==> src/rtl/gi_pkg.sv <==
package gi_pkg;
    localparam int FAULT_W = 5;
    localparam int CODE_W  = 3;

    typedef enum logic [1:0] {
        ST_SAFE    = 2'd0,
        ST_ARMED   = 2'd1,
        ST_TRIPPED = 2'd2,
        ST_HOLD    = 2'd3
    } gi_state_t;

    typedef enum logic [CODE_W-1:0] {
        FC_NONE      = 3'd0,
        FC_ESTOP     = 3'd1,
        FC_OVERCUR   = 3'd2,
        FC_OVERVOLT  = 3'd3,
        FC_UNDERVOLT = 3'd4,
        FC_STALL     = 3'd5
    } fault_code_t;
endpackage

==> src/rtl/gi_sync.sv <==
module gi_sync #(
    parameter int W      = 5,
    parameter int STAGES = 2
) (
    input  logic         clk,
    input  logic         rst_n,
    input  logic [W-1:0] d,
    output logic [W-1:0] q
);
    logic [W-1:0] stg [STAGES];

    for (genvar g = 0; g < STAGES; g++) begin : g_stage
        if (g == 0) begin : g_first
            always_ff @(posedge clk or negedge rst_n) begin
                if (!rst_n) stg[g] <= '0;
                else        stg[g] <= d;
            end
        end else begin : g_next
            always_ff @(posedge clk or negedge rst_n) begin
                if (!rst_n) stg[g] <= '0;
                else        stg[g] <= stg[g-1];
            end
        end
    end

    assign q = stg[STAGES-1];
endmodule

==> src/rtl/gi_fault_prio.sv <==
module gi_fault_prio #(
    parameter int N  = 5,
    parameter int CW = 3
) (
    input  logic [N-1:0]  act,
    output logic          any_o,
    output logic [CW-1:0] code_o
);
    // bit 0 carries the highest priority; code = index + 1
    always_comb begin
        code_o = '0;
        for (int i = N - 1; i >= 0; i--) begin
            if (act[i]) code_o = CW'(i + 1);
        end
    end

    assign any_o = |act;
endmodule

==> src/rtl/gi_fsm.sv <==
module gi_fsm
    import gi_pkg::*;
(
    input  logic              clk,
    input  logic              rst_n,
    input  logic              flt_any,
    input  logic [CODE_W-1:0] flt_code,
    input  logic              clr_req,
    output logic              armed_o,
    output logic              latched_o,
    output logic [CODE_W-1:0] code_o
);
    gi_state_t         state_q, state_d;
    logic [CODE_W-1:0] code_q, code_d;

    always_comb begin
        state_d = state_q;
        code_d  = code_q;
        unique case (state_q)
            ST_SAFE: begin
                if (flt_any) begin
                    state_d = ST_TRIPPED;
                    code_d  = flt_code;
                end else if (clr_req) begin
                    state_d = ST_ARMED;
                end
            end
            ST_ARMED: begin
                if (flt_any) begin
                    state_d = ST_TRIPPED;
                    code_d  = flt_code;
                end
            end
            ST_TRIPPED: begin
                if (!flt_any) state_d = ST_HOLD;
            end
            ST_HOLD: begin
                if (flt_any) begin
                    state_d = ST_TRIPPED;
                end else if (clr_req) begin
                    state_d = ST_ARMED;
                    code_d  = '0;
                end
            end
            default: state_d = ST_SAFE;
        endcase
    end

    always_ff @(posedge clk or negedge rst_n) begin
        if (!rst_n) begin
            state_q <= ST_SAFE;
            code_q  <= '0;
        end else begin
            state_q <= state_d;
            code_q  <= code_d;
        end
    end

    always_comb begin
        armed_o   = 1'b0;
        latched_o = 1'b0;
        unique case (state_q)
            ST_SAFE:    ;
            ST_ARMED:   armed_o   = 1'b1;
            ST_TRIPPED: latched_o = 1'b1;
            ST_HOLD:    latched_o = 1'b1;
            default:    ;
        endcase
    end
    assign code_o = code_q;

    // no clear accepted while a cause is present
    p_no_clear_active_r8: assert property (@(posedge clk) disable iff (!rst_n)
        (state_q == ST_TRIPPED) |=> (state_q != ST_ARMED));
    // recorded code holds while latched
    p_code_hold_r7: assert property (@(posedge clk) disable iff (!rst_n)
        (latched_o && $past(latched_o)) |-> (code_o == $past(code_o)));
    // arming only follows a clear request
    p_arm_on_clear_r9: assert property (@(posedge clk) disable iff (!rst_n)
        (state_q == ST_ARMED && $past(state_q) != ST_ARMED) |-> $past(clr_req));
endmodule

==> src/rtl/gate_interlock.sv <==
module gate_interlock
    import gi_pkg::*;
#(
    parameter int SYNC_STAGES = 2
) (
    input  logic              clk,
    input  logic              rst_n,
    input  logic              estop_n,
    input  logic              oc_trip,
    input  logic              ov_flag,
    input  logic              uv_flag,
    input  logic              stall_flag,
    input  logic              clr_req,
    output logic              gate_en,
    output logic [CODE_W-1:0] fault_code,
    output logic              fault_latched
);
    logic [FAULT_W-1:0] raw_flt, syn_flt;
    logic               flt_any, armed;
    logic [CODE_W-1:0]  flt_code;

    // priority order: index 0 first
    assign raw_flt = {stall_flag, uv_flag, ov_flag, oc_trip, ~estop_n};

    gi_sync #(.W(FAULT_W), .STAGES(SYNC_STAGES)) u_sync (
        .clk(clk), .rst_n(rst_n), .d(raw_flt), .q(syn_flt)
    );

    gi_fault_prio #(.N(FAULT_W), .CW(CODE_W)) u_prio (
        .act(syn_flt), .any_o(flt_any), .code_o(flt_code)
    );

    gi_fsm u_fsm (
        .clk(clk), .rst_n(rst_n), .flt_any(flt_any), .flt_code(flt_code),
        .clr_req(clr_req), .armed_o(armed), .latched_o(fault_latched),
        .code_o(fault_code)
    );

    // raw lines cut the enable without any register in the path
    assign gate_en = armed & estop_n & ~oc_trip;

    p_estop_cut_r2: assert property (@(posedge clk) disable iff (!rst_n)
        !estop_n |-> !gate_en);
    p_oc_cut_r3: assert property (@(posedge clk) disable iff (!rst_n)
        oc_trip |-> !gate_en);
    p_latched_off_r4: assert property (@(posedge clk) disable iff (!rst_n)
        fault_latched |-> (!gate_en && fault_code != '0));
endmodule

==> config.mk <==
export PLATFORM = sky130hd
export DESIGN_NAME = gate_interlock
export DESIGN_NICKNAME = d
export VERILOG_FILES = /design/src/rtl/gi_pkg.sv /design/src/rtl/gi_sync.sv /design/src/rtl/gi_fault_prio.sv /design/src/rtl/gi_fsm.sv /design/src/rtl/gate_interlock.sv
export SDC_FILE = /design/constraint.sdc
export NUM_CORES = 1
export LEC_CHECK = 0
export BUFFER_PORTS_ARGS = -buffer_cell sky130_fd_sc_hd__buf_2
export CAP_MARGIN = 20
export CORE_MARGIN = 2
export CORE_UTILIZATION = 45
export DETAILED_ROUTE_END_ITERATION = 8
export GPL_TIMING_DRIVEN = 0
export HOLD_SLACK_MARGIN = 0.08
export PLACE_DENSITY = 0.7
export SLEW_MARGIN = 0
export SYNTH_ARGS = -nofsm -noshare
export SYNTH_HDL_FRONTEND = slang
export SYNTH_SLANG_ARGS = --single-unit
==> constraint.sdc <==
create_clock -name clk -period 1.4 [get_ports clk]
set_input_delay 0.14 -clock clk [delete_from_list [all_inputs] [get_ports clk]]
set_output_delay 0.14 -clock clk [all_outputs]
set_load 0.01 [all_outputs]
# Yosys cells after proc, flatten, opt, wreduce, memory -nomap -nowiden
# Cells that the tools add are included.
[totals]
ff_bits = 15
input_bits = 8
out_inout_bits = 5
wordCells = 41
[classes]
eq_ne = 9
muxes = 16
bitwise = 4
n_reduce_logical = 8
[ops]
columns = ["op", "count"]
rows = [
  ["two-way mux 3 bit", 8],
  ["two-way mux 2 bit", 4],
  ["!= test 2 bit (second input constant)", 3],
  ["one-hot mux 2 bit (3 select lines)", 1],
  ["one-hot mux 3 bit (2 select lines)", 1],
  ["OR reduction 2 bit", 3],
  ["OR reduction 5 bit", 1],
  ["equality test 2 bit (second input constant)", 2],
  ["!= test 2 x 1 -> 1 bit (second input constant)", 2],
  ["AND reduction 4 bit", 1],
  ["!= test 3 x 1 -> 1 bit (second input constant)", 1],
  ["AND reduction 3 bit", 1],
  ["bitwise AND 1 bit", 2],
  ["equality test 2 x 1 -> 1 bit (second input constant)", 1],
  ["logical NOT 2 bit", 1],
  ["two-way mux 1 bit", 2],
  ["inverter 1 bit", 2],
  ["nonzero test 2 bit", 1],
]

# Depth between registers and ports, before layout
# Gate-level depths: netlist (run 1).
[depth]
depth_word = 7
ltp_mapped = 6

# Hierarchy
# From an unflattened synthesis (run 1), not the netlist that was laid out.
[hier_totals]
cells_unflattened = 59
hier_area_um2 = 686.9
[by_module_without_submodules]
columns = ["mod", "n_inst", "cells_per_inst", "area_per_inst_um2"]
rows = [
  ["gi_fsm", 1, 34, 341.6],
  ["gi_sync", 1, 15, 287.8],
  ["gi_fault_prio", 1, 8, 45.0],
  ["gate_interlock", 1, 2, 12.5],
]

# Least setup slack after synthesis (run 1)
# No wires, ideal clock.
[synth_path]
path_type = "reg2reg"
start = "register u_sync.stg, in the netlist u_sync.q[1]"
end = "register u_fsm.code_q[1] (netlist: u_fsm.code_o[1])"
setup_ps = 125
arrival_time_ps = 1351
required_time_ps = 1275
setup_slack_ps = -76
stages_incl_launch_ff = 5
path_buffers = 0
period_less_slack_ps = 1476
cell_sequence = "dfrtp_1 > nor4_4 > a21boi_0 > o32ai_2 > mux2_2"
[synth_via]
elab_chain_cells = 4
elab_cells_between_ends = 8
classes_between = "2 x eq/ne; 4 x mux; 2 x reduce/logical"
[synth_lines]
columns = ["element", "line", "source"]
rows = [
  ["from (decl)", "gi_sync.sv:10", "logic [W-1:0] stg [STAGES];"],
  ["from (signal, indexed assignment)", "gi_sync.sv:21", "else stg[g] <= stg[g-1];"],
  ["two-way mux 3 bit (2 in series)", "gi_fault_prio.sv:13", "if (act[i]) code_o = CW'(i + 1);"],
  ["two-way mux 3 bit", "gi_fsm.sv:21, gi_fsm.sv:29", ""],
  ["one-hot mux 3 bit (2 select lines)", "gi_fsm.sv:19", "unique case (state_q)"],
  ["to (signal assigned)", "gi_fsm.sv:55", "code_q <= code_d;"],
  ["to (decl)", "gi_fsm.sv:14", "logic [CODE_W-1:0] code_q, code_d;"],
]
# Several ways; a longest one is shown, not always the timed one. The select of a mux whose other input is x is not followed.
# A chain may end at the register's enable or synchronous reset.

# Worst setup path after layout (run 1)
[layout_path]
start = "register u_sync.stg, in the netlist u_sync.q[1]"
end = "register u_fsm.code_q[2] (netlist: u_fsm.code_o[2])"
# Same word-level chain as after synthesis.

==> results of run 1 <==
-- area by class of cell --
cell class | instances | area (sq um)
Clock inverter | 1 | 5.00
Inverter | 5 | 18.8
Multi-Input combinational cell | 31 | 325
Fill cell | 94 | 354
Clock buffer | 3 | 22.5
Tap cell | 15 | 18.8
Sequential cell | 15 | 378
Timing Repair Buffer | 27 | 195
-- cells by family (layout without fill, tap and decap cells) --
kind of cell | count (synthesis) | count (layout)
multiplexers | 2 | 2
flip-flops | 15 | 15
adder cells (fa/ha/maj) | 3 | 3
buffers and inverters | 5 | 36
AND/OR/NAND/NOR | 14 | 14
AO/OA/AOI/OAI | 12 | 12
-- routing by layer --
layer  vias to the layer above  routed length, microns
met3                         0                      58
met2                        13                     626
met1                       225                     511
li1                        241                       -
met5                         -                       0
met4                         0                       0
-- what timing repair did --
item | CTS | global route
endpoints found under the hold margin | 20 | 0
pin swaps | 4 | 6
buffers inserted | 5 | 5
setup endpoints to repair | 6 | 7
cloned | 0 | 0
resized for setup | 9 | 7
hold buffers | 6 | 0
-- power breakdown --
group / internal, mW / switching, mW
Clock: 0.106 / 0.133
Combinational: 0.268 / 0.197
Sequential: 0.502 / 0.0687
Total: 0.876 / 0.399
-- path summary, 6_finish.rpt --
| check | start | end | slack [ps] | cells after the start |
|---|---|---|---|---|
| setup reg to reg | u_sync.q[1] | u_fsm.code_o[2] | -120 | 4 |
| hold / removal | rst_n | u_sync.stg[9] | 280 | 2 |
| max in group asynchronous | rst_n | u_fsm.state_q[1] | 870 | 2 |
| hold reg to reg | u_sync.stg[7] | u_sync.q[2] | 360 | 0 |
| setup / recovery | u_sync.q[1] | u_fsm.code_o[2] | -120 | 4 |
| min in group clk | u_sync.stg[7] | u_sync.q[2] | 360 | 0 |
-- worst max-delay path, delay by kind of cell, from the launching register on --
family             cells  cell delay [ps]
and+or+nand+nor        1              370
DFF                    1              430
AOI/OAI and AO/OA      2              250
muxes                  1              360
-- flip-flops by register name, summed over array words and instances, names as in the netlist --
signal and flops:
u_sync.q 5, u_sync.stg 5, u_fsm.code_o 3, u_fsm.state_q 2
-- placed cells by master (no fill, tap or decap), drive strengths merged --
cell / count
a21boi: 2
a21oi: 2
and2b: 2
buf: 21
clkbuf: 3
clkinv: 1
dfrtp: 15
dlygate4sd3: 6
ha: 3
inv: 5
mux2: 2
nand2: 2
nand2b: 1
nor2: 2
nor2b: 1
nor3b: 1
nor4: 2
nor4b: 1
o21a: 1
o21ai: 4
o22a: 1
o2bb2ai: 1
o32ai: 1
or2: 2
==> metrics.md, run 1 <==
| Metric | Value |
|---|---|
| # DRC | `0` |
| Delay of the slowest critical-path stage | `430 ps` |
| Global Route met2 Usage | `0.278` |
| Routability Congestion | `0.831` |
| Sequential share of the synthesized area | `0.585` |
| GRT overflow | `0` |
| Pre-antenna DRT Iters | `2` |
| Adder-Cell Fraction of Synth Area | `0.0585` |
| Status | `finished, violations left` |
| First-pass GRT wire length | `2020 microns` |
| Fin Setup TNS | `-395 ps` |
| Via count | `479` |
| Worst EP required | `1570 ps` |
| CTS buffer count | `3` |
| Placed Cells | `78` |
| Site Rows | `13` |
| Crit-path cells | `nor4_4 > a21boi_2 > o32ai_4 > mux2_2` |
| Final WS setup | `-124 ps` |
| Worst-path clk slew | `90 ps` |
| Design area | `963 sq um` |
| Post-synth EDFFs | `0` |
| GRT Total Usage | `0.156` |
| Top post-synthesis cells by area | `dfrtp_1 (58%), ha_1 (5.8%), mux2_2 (3.5%), nor4_4 (3.3%), o21ai_0 (3.1%)` |
| GR Util met3 | `0.0652` |
| Crit path capture type | `register` |
| Worst skew pair latency | `280 ps` |
| Worst min path class | `in2async` |
| H-tree depth | `1` |
| CTS root buffer | `clkbuf_4` |
| Failing checks | `negative setup slack` |
| I/O Buffers | `12` |
| Mapped Nets | `62` |
| #FFs+latches synth | `15` |
| Worst path slowest cell | `dfrtp_1` |
| Cell Area, Placed | `756 sq um` |
| Maximum vdd drop | `0.000925 V` |
| Non-filler instance count after layout | `97` |
| Area growth, synth to finish | `50.1%` |
| GRT Max-Usage Layer | `met2` |
| Ports | `13` |
| Relative slew margins | `0.788` |
| Antenna violations before repair | `0` |
| Peak fanout along the critical path | `3` |
| Post-layout min period | `1520 ps` |
| Clk_skew | `4.58 ps` |
| Chip width | `41.8 microns` |
| Core Footprint | `1320 sq um` |
| Crit path kind | `reg2reg` |
| Clk buf depth | `2` |
| ANT cells | `0` |
| DRT Wirelength | `1200 microns` |
| RSZ-0062 raised after global routing | `true` |
| Final Power | `1.28 mW` |
| Share of the synthesized area in the top cell type | `0.585` |
| M1 GR Usage | `0.170` |
| Die footprint | `1740 sq um` |
| Clock Sinks | `15` |
| Fmax | `656 MHz` |
| Cell area after synthesis | `642 sq um` |
| Setup violators final | `5` |
| Multiplexer area fraction after synthesis | `0.0351` |
| Final nets | `94` |
| Ys Warns | `0` |
| Startpoint types | `register` |
| HPWL Detailed | `725 microns` |
| Largest net degree at the start of global routing | `16` |
| Cell with the most instances after synthesis | `dfrtp_1` |
| Share of cells above drive strength 1 | `0.537` |
| Fin. max-slew vios | `0` |
| Average instance area after synthesis | `12.6 sq um` |
| Routed length per instance | `12.3 microns` |
| Leak | `0.446 nW` |
| Post-synth top cells | `dfrtp_1 (15), inv_1 (5), o21ai_0 (4)` |
| Detail Route Antenna Nets | `0` |
| Area leader, netlist | `dfrtp_1` |
| Pwr per Cell Area | `1320 nW/um^2` |
| Setup Slack @ Placement | `-121 ps` |
| Post-synthesis async set-or-reset flop share | `1.00` |
| CTS tree | `built` |
| Worst Path Arrival | `1690 ps` |
| DRT iter0 DRCs | `2` |
| Maxcap violations | `0` |
| Final Util | `0.731` |
| Number of global-route vias before repair | `495` |
| Gate Count Post-Synth | `51` |
| Via density | `4.94` |
| Die height | `41.8 microns` |
| Simple-gate share of the synthesized area | `0.158` |
| Cell variety after synth | `21` |
| Actual slew at the worst max-slew pin | `319 ps` |
| Final period utilization | `1.09` |
| Initial Util | `0.487` |
| Largest family of logic cells by synthesized area | `simple AND/OR/NAND/NOR gates` |
| Hold Slack | `277 ps` |
| Prevailing post-synth register cell | `dfrtp_1` |
| Final-report hold violation count | `0` |
| Synth Area in Compound Gates | `0.135` |
| Post-Synth XOR/XNOR Area | `0` |
Note: power is estimated with default switching activity, not from simulation.
==> run 2: changes to the inputs <==
Settings changed: CORE_ASPECT_RATIO set to 1.1, MAX_ROUTING_LAYER set to met4, REMOVE_ABC_BUFFERS set to 1.
==> run 2 against run 1 <==
  * The run still ends with negative setup slack left
  * Core utilization is 0.21 points lower
  * Sequential power hardly changed
  * Clock power is 3% lower
  * Worst setup slack worse by 3.9 ps
  * Via count is 1.3% higher
  * Design area is 2.1% higher
  * Total power is 3.9% higher
  * Die area hardly changed
  * Register-to-register slack hardly changed
  * Global-route usage is 2.4 points higher
  * Clock-buffer cell count is 1 higher
  * Critical path depth stayed put
==> metrics.md, run 2 (same netlist as run 1, synthesis figures left out) <==
| Metric | Value |
|---|---|
| Worst skew pair latency | `270 ps (about the same)` |
| Clk_skew | `3.54 ps (-1.04 ps)` |
| Via count | `485 (+1.3%)` |
| Clock Sinks | `15 (unchanged)` |
| Maxcap violations | `0 (unchanged)` |
| Site Rows | `14 (+1)` |
| Ports | `13 (unchanged)` |
| Via density | `4.95 (+0.22%)` |
| Most frequent cells in the layout | `dfrtp_1 (13), buf_2 (11), dlygate4sd3_1 (6), buf_4 (6)` |
| Worst-path clk slew | `80 ps (about the same)` |
| Core Footprint | `1350 sq um (+2.4%)` |
| Routed length per instance | `12.3 microns (-0.11%)` |
| Leak | `0.444 nW (-0.33%)` |
| Design area | `983 sq um (+2.1%)` |
| DRT iter0 DRCs | `2 (unchanged)` |
| Setup violators final | `6 (+1)` |
| H-tree depth | `1 (unchanged)` |
| GRT overflow | `0 (unchanged)` |
| CTS tree | `built` |
| Worst min path class | `in2async` |
| Pre-antenna DRT Iters | `3 (+1)` |
| FF+latch area | `378 sq um (unchanged)` |
| Clk buf depth | `2 (unchanged)` |
| Post-layout min period | `1530 ps (+3.90 ps)` |
| DRT Wirelength | `1210 microns (+0.92%)` |
| Fin. max-slew vios | `0 (unchanged)` |
| Maximum vdd drop | `0.000689 V (-26%)` |
| Area growth, synth to finish | `53.2%` |
| Peak fanout along the critical path | `3 (unchanged)` |
| RSZ-0062 raised after global routing | `true` |
| Antenna violations before repair | `0 (unchanged)` |
| Status | `finished, violations left` |
| Relative slew margins | `0.796 (+0.00799)` |
| Final-report hold violation count | `0 (unchanged)` |
| Failing checks | `negative setup slack` |
| First-pass GRT wire length | `1990 microns (-1.3%)` |
| Actual slew at the worst max-slew pin | `307 ps (-12.0 ps)` |
| Largest net degree at the start of global routing | `16 (unchanged)` |
| Commonest non-fill, non-tap cell in the layout | `dfrtp_1` |
| Pwr per Cell Area | `1350 nW/um^2 (+1.7%)` |
| Final WS setup | `-127 ps (-3.90 ps)` |
| Worst EP required | `1570 ps (about the same)` |
| Non-filler instance count after layout | `98 (+1.0%)` |
| Detail Route Antenna Nets | `0 (unchanged)` |
| ANT cells | `0 (unchanged)` |
| Fillers | `91 (-3.2%)` |
| Number of global-route vias before repair | `491 (-0.81%)` |
| # DRC | `0 (unchanged)` |
| Cell Area, Placed | `722 sq um (-4.5%)` |
| Crit path capture type | `register` |
| CTS root buffer | `clkbuf_4` |
| Share of cells above drive strength 1 | `0.524 (-0.0122)` |
| Startpoint types | `register` |
| Die height | `43.6 microns (+4.4%)` |
| I/O Buffers | `12 (unchanged)` |
| Placed Cells | `79 (+1.3%)` |
| Final period utilization | `1.09 (+0.00279)` |
| Crit path kind | `reg2reg` |
| HPWL Detailed | `816 microns (+13%)` |
| CTS buffer count | `3 (unchanged)` |
| Fmax | `655 MHz (-0.26%)` |
| Final nets | `94 (unchanged)` |
| GRT Total Usage | `0.181 (+0.0245)` |
| Chip width | `40.0 microns (-4.2%)` |
| Die footprint | `1740 sq um (about the same)` |
| Area of the multi-input gates | `327 sq um (+0.38%)` |
| Worst Path Arrival | `1690 ps (about the same)` |
| Initial Util | `0.476 (-0.0113)` |
| Routability Congestion | `0.630 (-24%)` |
run 2: through the flow:
stage           util  power [mW]  hold slack (ps)  setup TNS [ps]  worst slack [ps]
2_1_floorplan      -       0.766             -156            -152             -75.9
3_3_place_gp   0.535       0.870             46.8            -645              -210
3_5_place_dp   0.535       0.884             48.8            -854              -233
4_1_cts        0.699        1.32              268            -309              -116
5_1_grt        0.729        1.43              334            -716              -175
6_report       0.729        1.32              273            -336              -127
run 2: report_power, final:
part / internal, mW / total (mW) / leakage [nW] / switching (mW)
Clock: 0.111 / 0.231 / 0.0150 / 0.120
Combinational: 0.305 / 0.520 / 0.252 / 0.215
Sequential: 0.502 / 0.573 / 0.177 / 0.0712
run 2: layout make-up:
| type | instances | share of cell area |
|---|---|---|
| repair buffers | 27 | 0.218 |
| inverters | 5 | 0.0191 |
| flip-flops and latches | 15 | 0.384 |
| multi-input cells | 31 | 0.332 |
| clock buffers | 4 | 0.0267 |
| well taps | 16 | 0.0204 |
run 2: worst max-delay path, stage by stage, from the launching register on:
cell	delay, ps
dfrtp_1	420
nor4_4	360
a21boi_2	120
o32ai_4	140
mux2_2	370
run 2: path summary, 6_finish.rpt:
check	from	end	slack [ps]	cells past startpoint
min in group clk	u_sync.stg[9]	u_sync.q[4]	350	0
min reg2reg	u_sync.stg[9]	u_sync.q[4]	350	0
max in group asynchronous	rst_n	u_fsm.state_q[1]	880	2
max	u_sync.q[1]	u_fsm.code_o[1]	-130	4
max reg2reg	u_sync.q[1]	u_fsm.code_o[1]	-130	4
min	rst_n	u_sync.q[1]	270	2
run 2: timing repair:
item                                    CTS  global route
hold buffers                              6             0
resized for setup                        19             4
endpoints found under the hold margin    20             0
setup buffers                             7             2
pin swaps                                 4             4
endpoints found under the setup margin    7             7
run 2: layer usage:
metal | up-vias | global-route usage | part of all wire
met2 | 11 | 0.310 | 0.58
met4 | 0 | 0.0828 | 0.015
li1 | 239 | - | -
met5 | - | - | 0
met3 | 2 | 0.0154 | 0.030
met1 | 233 | 0.204 | 0.38
